File: config.mk
export PLATFORM = sky130hd
export DESIGN_NAME = split_arb
export DESIGN_NICKNAME = d
export VERILOG_FILES = /design/src/rtl/split_arb_pkg.sv /design/src/rtl/split_arb_cfg.sv /design/src/rtl/split_arb_pick.sv /design/src/rtl/split_arb_own.sv /design/src/rtl/split_arb.sv
export SDC_FILE = /design/constraint.sdc
export NUM_CORES = 1
export LEC_CHECK = 0
export ABC_AREA = 1
export BUFFER_PORTS_ARGS = -buffer_cell sky130_fd_sc_hd__buf_4
export CAP_MARGIN = 20
export CELL_PAD_IN_SITES_DETAIL_PLACEMENT = 0
export CELL_PAD_IN_SITES_GLOBAL_PLACEMENT = 2
export CORE_MARGIN = 2
export CORE_UTILIZATION = 23
export DETAILED_ROUTE_END_ITERATION = 8
export GPL_TIMING_DRIVEN = 0
export PLACE_DENSITY = 0.77
export REMOVE_ABC_BUFFERS = 1
export SLEW_MARGIN = 20
export SYNTH_ARGS = -nofsm -noshare
export SYNTH_HDL_FRONTEND = slang
export SYNTH_HIERARCHICAL = 1
export SYNTH_SLANG_ARGS = --single-unit
File: constraint.sdc
create_clock -name clk -period 1.4 [get_ports clk]
set_input_delay 0.28 -clock clk [delete_from_list [all_inputs] [get_ports clk]]
set_output_delay 0.28 -clock clk [all_outputs]
set_load 0.01 [all_outputs]
File: src/rtl/split_arb_pkg.sv
// Shared definitions for the two-source port arbiter.
// Assumes exactly two sources; index 0 is the master, index 1 the split return.
package split_arb_pkg;
    localparam int PRIO_W_DEF = 2;
    localparam int NSRC       = 2;
    localparam int IDX_MST    = 0;
    localparam int IDX_SPL    = 1;

    typedef enum logic {
        SRC_MST = 1'b0,
        SRC_SPL = 1'b1
    } src_e;
endpackage

File: src/rtl/split_arb_cfg.sv
// Configuration capture: registers the per-source priorities and the mode bit.
// Assumes the configuration may change at any cycle; the new value is used one cycle later.
module split_arb_cfg #(
    parameter int PW = split_arb_pkg::PRIO_W_DEF
) (
    input  logic          clk,
    input  logic          rst_n,
    input  logic [PW-1:0] mst_prio_i,
    input  logic [PW-1:0] spl_prio_i,
    input  logic          rot_i,
    output logic [PW-1:0] mst_prio_q,
    output logic [PW-1:0] spl_prio_q,
    output logic          rot_q
);
    // Capture configuration each cycle, cleared to zero in reset.
    always_ff @(posedge clk) begin
        if (!rst_n) begin
            mst_prio_q <= '0;
            spl_prio_q <= '0;
            rot_q      <= 1'b0;
        end else begin
            mst_prio_q <= mst_prio_i;
            spl_prio_q <= spl_prio_i;
            rot_q      <= rot_i;
        end
    end
endmodule

File: src/rtl/split_arb_pick.sv
// Combinational winner selection between the two sources.
// Assumes req bit 0 is the master and bit 1 the split return; output is one-hot or zero.
module split_arb_pick #(
    parameter int PW = split_arb_pkg::PRIO_W_DEF
) (
    input  logic [split_arb_pkg::NSRC-1:0] req_i,
    input  logic [PW-1:0]                  mst_prio_i,
    input  logic [PW-1:0]                  spl_prio_i,
    input  logic                           rot_i,
    input  split_arb_pkg::src_e            last_i,
    output logic [split_arb_pkg::NSRC-1:0] win_o
);
    import split_arb_pkg::*;

    logic spl_beats_fixed;
    logic spl_beats_rot;
    logic spl_beats;

    // Fixed order: lower value wins, ties go to the split return.
    always_comb spl_beats_fixed = (spl_prio_i <= mst_prio_i);

    // Rotating order: the source not granted last goes first.
    always_comb spl_beats_rot = (last_i == SRC_MST);

    // Choose the comparison the mode asks for.
    always_comb spl_beats = rot_i ? spl_beats_rot : spl_beats_fixed;

    // Build the one-hot winner from the requests.
    always_comb begin
        win_o = '0;
        if (req_i[IDX_SPL] && req_i[IDX_MST]) begin
            win_o[IDX_SPL] = spl_beats;
            win_o[IDX_MST] = !spl_beats;
        end else begin
            win_o = req_i;
        end
    end
endmodule

File: src/rtl/split_arb_own.sv
// Grant register: holds the current owner while the port is busy and
// records which source was granted most recently.
// Assumes win_i is one-hot or zero.
module split_arb_own (
    input  logic                           clk,
    input  logic                           rst_n,
    input  logic                           busy_i,
    input  logic [split_arb_pkg::NSRC-1:0] win_i,
    output logic [split_arb_pkg::NSRC-1:0] gnt_o,
    output split_arb_pkg::src_e            last_o
);
    import split_arb_pkg::*;

    logic rearb;

    // Re-arbitrate when nobody owns the port or the owner has released it.
    always_comb rearb = (gnt_o == '0) || !busy_i;

    // Update the grant and the most-recent record.
    always_ff @(posedge clk) begin
        if (!rst_n) begin
            gnt_o  <= '0;
            last_o <= SRC_MST;
        end else if (rearb) begin
            gnt_o <= win_i;
            if (win_i[IDX_SPL])
                last_o <= SRC_SPL;
            else if (win_i[IDX_MST])
                last_o <= SRC_MST;
        end
    end
endmodule

File: src/rtl/split_arb.sv
// Top level: arbitrates one bus port between master accesses and split returns.
// Assumes port_busy refers to the current grant holder.
module split_arb #(
    parameter int PRIO_W = split_arb_pkg::PRIO_W_DEF
) (
    input  logic              clk,
    input  logic              rst_n,
    input  logic              mst_req,
    input  logic              spl_req,
    input  logic [PRIO_W-1:0] mst_prio,
    input  logic [PRIO_W-1:0] spl_prio,
    input  logic              rot_mode,
    input  logic              port_busy,
    output logic              mst_gnt,
    output logic              spl_gnt
);
    import split_arb_pkg::*;

    logic [PRIO_W-1:0] mst_prio_q;
    logic [PRIO_W-1:0] spl_prio_q;
    logic              rot_q;
    logic [NSRC-1:0]   req_v;
    logic [NSRC-1:0]   win_v;
    logic [NSRC-1:0]   gnt_v;
    src_e              last_src;

    // Gather the requests into a source-indexed vector.
    always_comb begin
        req_v          = '0;
        req_v[IDX_MST] = mst_req;
        req_v[IDX_SPL] = spl_req;
    end

    split_arb_cfg #(.PW(PRIO_W)) u_cfg (
        .clk        (clk),
        .rst_n      (rst_n),
        .mst_prio_i (mst_prio),
        .spl_prio_i (spl_prio),
        .rot_i      (rot_mode),
        .mst_prio_q (mst_prio_q),
        .spl_prio_q (spl_prio_q),
        .rot_q      (rot_q)
    );

    split_arb_pick #(.PW(PRIO_W)) u_pick (
        .req_i      (req_v),
        .mst_prio_i (mst_prio_q),
        .spl_prio_i (spl_prio_q),
        .rot_i      (rot_q),
        .last_i     (last_src),
        .win_o      (win_v)
    );

    split_arb_own u_own (
        .clk    (clk),
        .rst_n  (rst_n),
        .busy_i (port_busy),
        .win_i  (win_v),
        .gnt_o  (gnt_v),
        .last_o (last_src)
    );

    assign mst_gnt = gnt_v[IDX_MST];
    assign spl_gnt = gnt_v[IDX_SPL];
endmodule

==> run metrics <==
global placer's final weighted congestion=0.666; final non-filler cell total=72; vias in the first global route=258; via density per instance=3.86; final period utilization=0.917; Initial DRT Pass Iterations=4; clock skew=0.00175 ns; Setup TNS=0 ns; critical path's slowest cell=dfxtp_1; delay-heaviest family, CP=compound AO/OA/AOI/OAI gates; Synth cell types=10; crit path setup slack, layout=0.116 ns; worst r2r path cells=8; CTS resizes=0; worst skew pair latency=0.25 ns; final wirelength=543 µm; DRC=0; ANT nets after route=0; f_max=0.779 GHz; All-Layer GR Usage=0.0705; largest stage delay on the critical path=0.30 ns; Finish-stage setup viols=0; first-pass GRT wire length=952 µm; RSZ-0062 raised after global routing=false; Synth Instances=43; WP data required=1.54 ns; TritonCTS clock tree=yes; HP Class=primary input to flip-flop; Worst Setup End Kind=flip-flop; Max Buffers Root-to-Sink=2; max_cap viols=0; Filler cells=145; initial antenna violation count=0; WP data arrival=1.42 ns; critical path depth=8; IO Port Bufs=11; Syn-to-layout area delta=36.4%; synthesized area=340 µm²; Num CTS Buffers=3; fin crit period=1.28 ns; clock-pin slew on the worst setup and hold paths=0.05 ns; Max FO, Critical Path=2; RR Startpoint=u_cfg/mst_prio_q[1]$_SDFF_PN0_; Die Width=42.5 µm; pre-CTS setup slack=0.111 ns; final hold vios=0; row cnt=13; Routed WL per cell=7.54 µm; end of the critical path=u_own/last_o$_SDFFE_PN0P_; die height=42.5 µm; share of layout cells above drive strength 1=0.333; Nets=71; outcome=finished, final reports clean; total number of vias=278; core area=0.00133 mm²; post-detail-place hpwl=441 µm; reg2reg end=u_own/last_o$_SDFFE_PN0P_; DRT iter0 DRCs=5; CTS Root Cell=clkbuf_4; worst-path cell chain=inv_1, ha_1, a21oi_2, nand2_2, a21oi_2, nand3_2, nand2_1, a21oi_1; sequential-to-total area share from yosys stat=0.471; leak pwr=0.261 nW; worst reg-to-reg setup slack=0.12 ns; syn avg cell area=7.91 µm²; P per Cell Area=1100 mW/mm²; Worst-Margin Slew=0.135 ns; Slew HR=0.910; Worst setup SP type=flip-flop; Final Max Tran Viols=0; largest net degree at the start of global routing=7; Yosys reg bits=8; Initial Util=0.255; fin util=0.348; Crit path buffers/inverters=1; Max rail drop VDD=492 µV; count of hold-fix buffers inserted at cts=0; Post CTS Setup Buffer Count=0; crit path launch=u_cfg/mst_prio_q[1]$_SDFF_PN0_; CTS Sinks=8; CP most frequent cell=a21oi_2; gr ovfl total=0; Inst Count DP=69; DIE AREA=0.00180 mm²; # IOs=12; Antenna diodes=0; H-tree depth=1; Synth warnings=6; critical path class=flip-flop to flip-flop
## sequential cells by signal, summed over array words and instances (netlist names)
| register | flops |
|---|---|
| u_cfg/mst_prio_q | 2 |
| u_own/gnt_o | 2 |
| u_cfg/spl_prio_q | 2 |
| u_cfg/rot_q | 1 |
| u_own/last_o | 1 |
## power by group
part	internal, W	switching [W]
logic	0.0000461	0.0000406
clock network	0.0000977	0.0000733
registers	0.000245	0.00000801
total	0.000389	0.000122
## kinds of logic after synthesis
group,count (synthesis),synth area share
and+or+nand+nor,16,0.206
adders and majority gates,2,0.0735
AOI/OAI and AO/OA,6,0.129
DFF,8,0.471
buffers and inverters,11,0.121
## tightest hold or removal path, delay by kind of cell
| kind | cells | cell delay (ns) |
|---|---|---|
| buffers and inverters | 2 | 0.11 |
| AND/OR/NAND/NOR | 1 | 0.04 |
## cells in the final DEF, fill, tap and decap left out, drive strengths merged
master,instances
nand2,14
buf,11
inv,11
dfxtp,8
a21oi,5
clkbuf,3
ha,2
nand3,2
a21boi,1
## per-stage QoR
| stage | hold slack [ns] | instance area, µm² | power [W] |
|---|---|---|---|
| final | 0.208 | 464 | 0.000511 |
| after global placement | 0.463 | 442 | 0.000346 |
| after floorplan | 0.373 | 340 | 0.000308 |
| after global routing | 0.218 | 464 | 0.000543 |
| after detailed placement | 0.465 | 442 | 0.000346 |
| after CTS | 0.205 | 464 | 0.000520 |
## area by class of cell
type / instances / area, µm² / area share
Clock buffer: 3 / 22.5 / 0.0485
Inverter: 11 / 41.3 / 0.0889
Multi-Input combinational cell: 24 / 139 / 0.299
Sequential cell: 8 / 160 / 0.345
Tap cell: 15 / 18.8 / 0.0404
Timing Repair Buffer: 11 / 82.6 / 0.178
## worst min path at each step
stage,startpoint,endpoint,depth (start not counted)
2_1_floorplan,mst_prio[0],u_cfg/mst_prio_q[0]$_SDFF_PN0_,2
3_3_place_gp,mst_prio[0],u_cfg/mst_prio_q[0]$_SDFF_PN0_,3
3_5_place_dp,rot_mode,u_cfg/rot_q$_SDFF_PN0_,3
4_1_cts,rot_mode,u_cfg/rot_q$_SDFF_PN0_,3
5_1_grt,mst_prio[0],u_cfg/mst_prio_q[0]$_SDFF_PN0_,3
6_report,rot_mode,u_cfg/rot_q$_SDFF_PN0_,3
## Yosys cell counts
master,count,area (µm²)
dfxtp_1,8,160
a21boi_2,1,11.3
nand2_2,1,6.26
inv_1,11,41.3
nand2_1,13,48.8
a21oi_2,2,17.5
a21oi_1,3,15.0
nand3_1,1,5.00
nand3_2,1,10.0
ha_1,2,25.0
## per-layer routing
layer	track usage	vias up	share of wire
met5	0	-	0
met4	0.0750	0	0.029
met3	0	2	0.033
met2	0.111	6	0.46
met1	0.0827	114	0.47
li1	-	156	-
(Power assumes the default switching activity.)
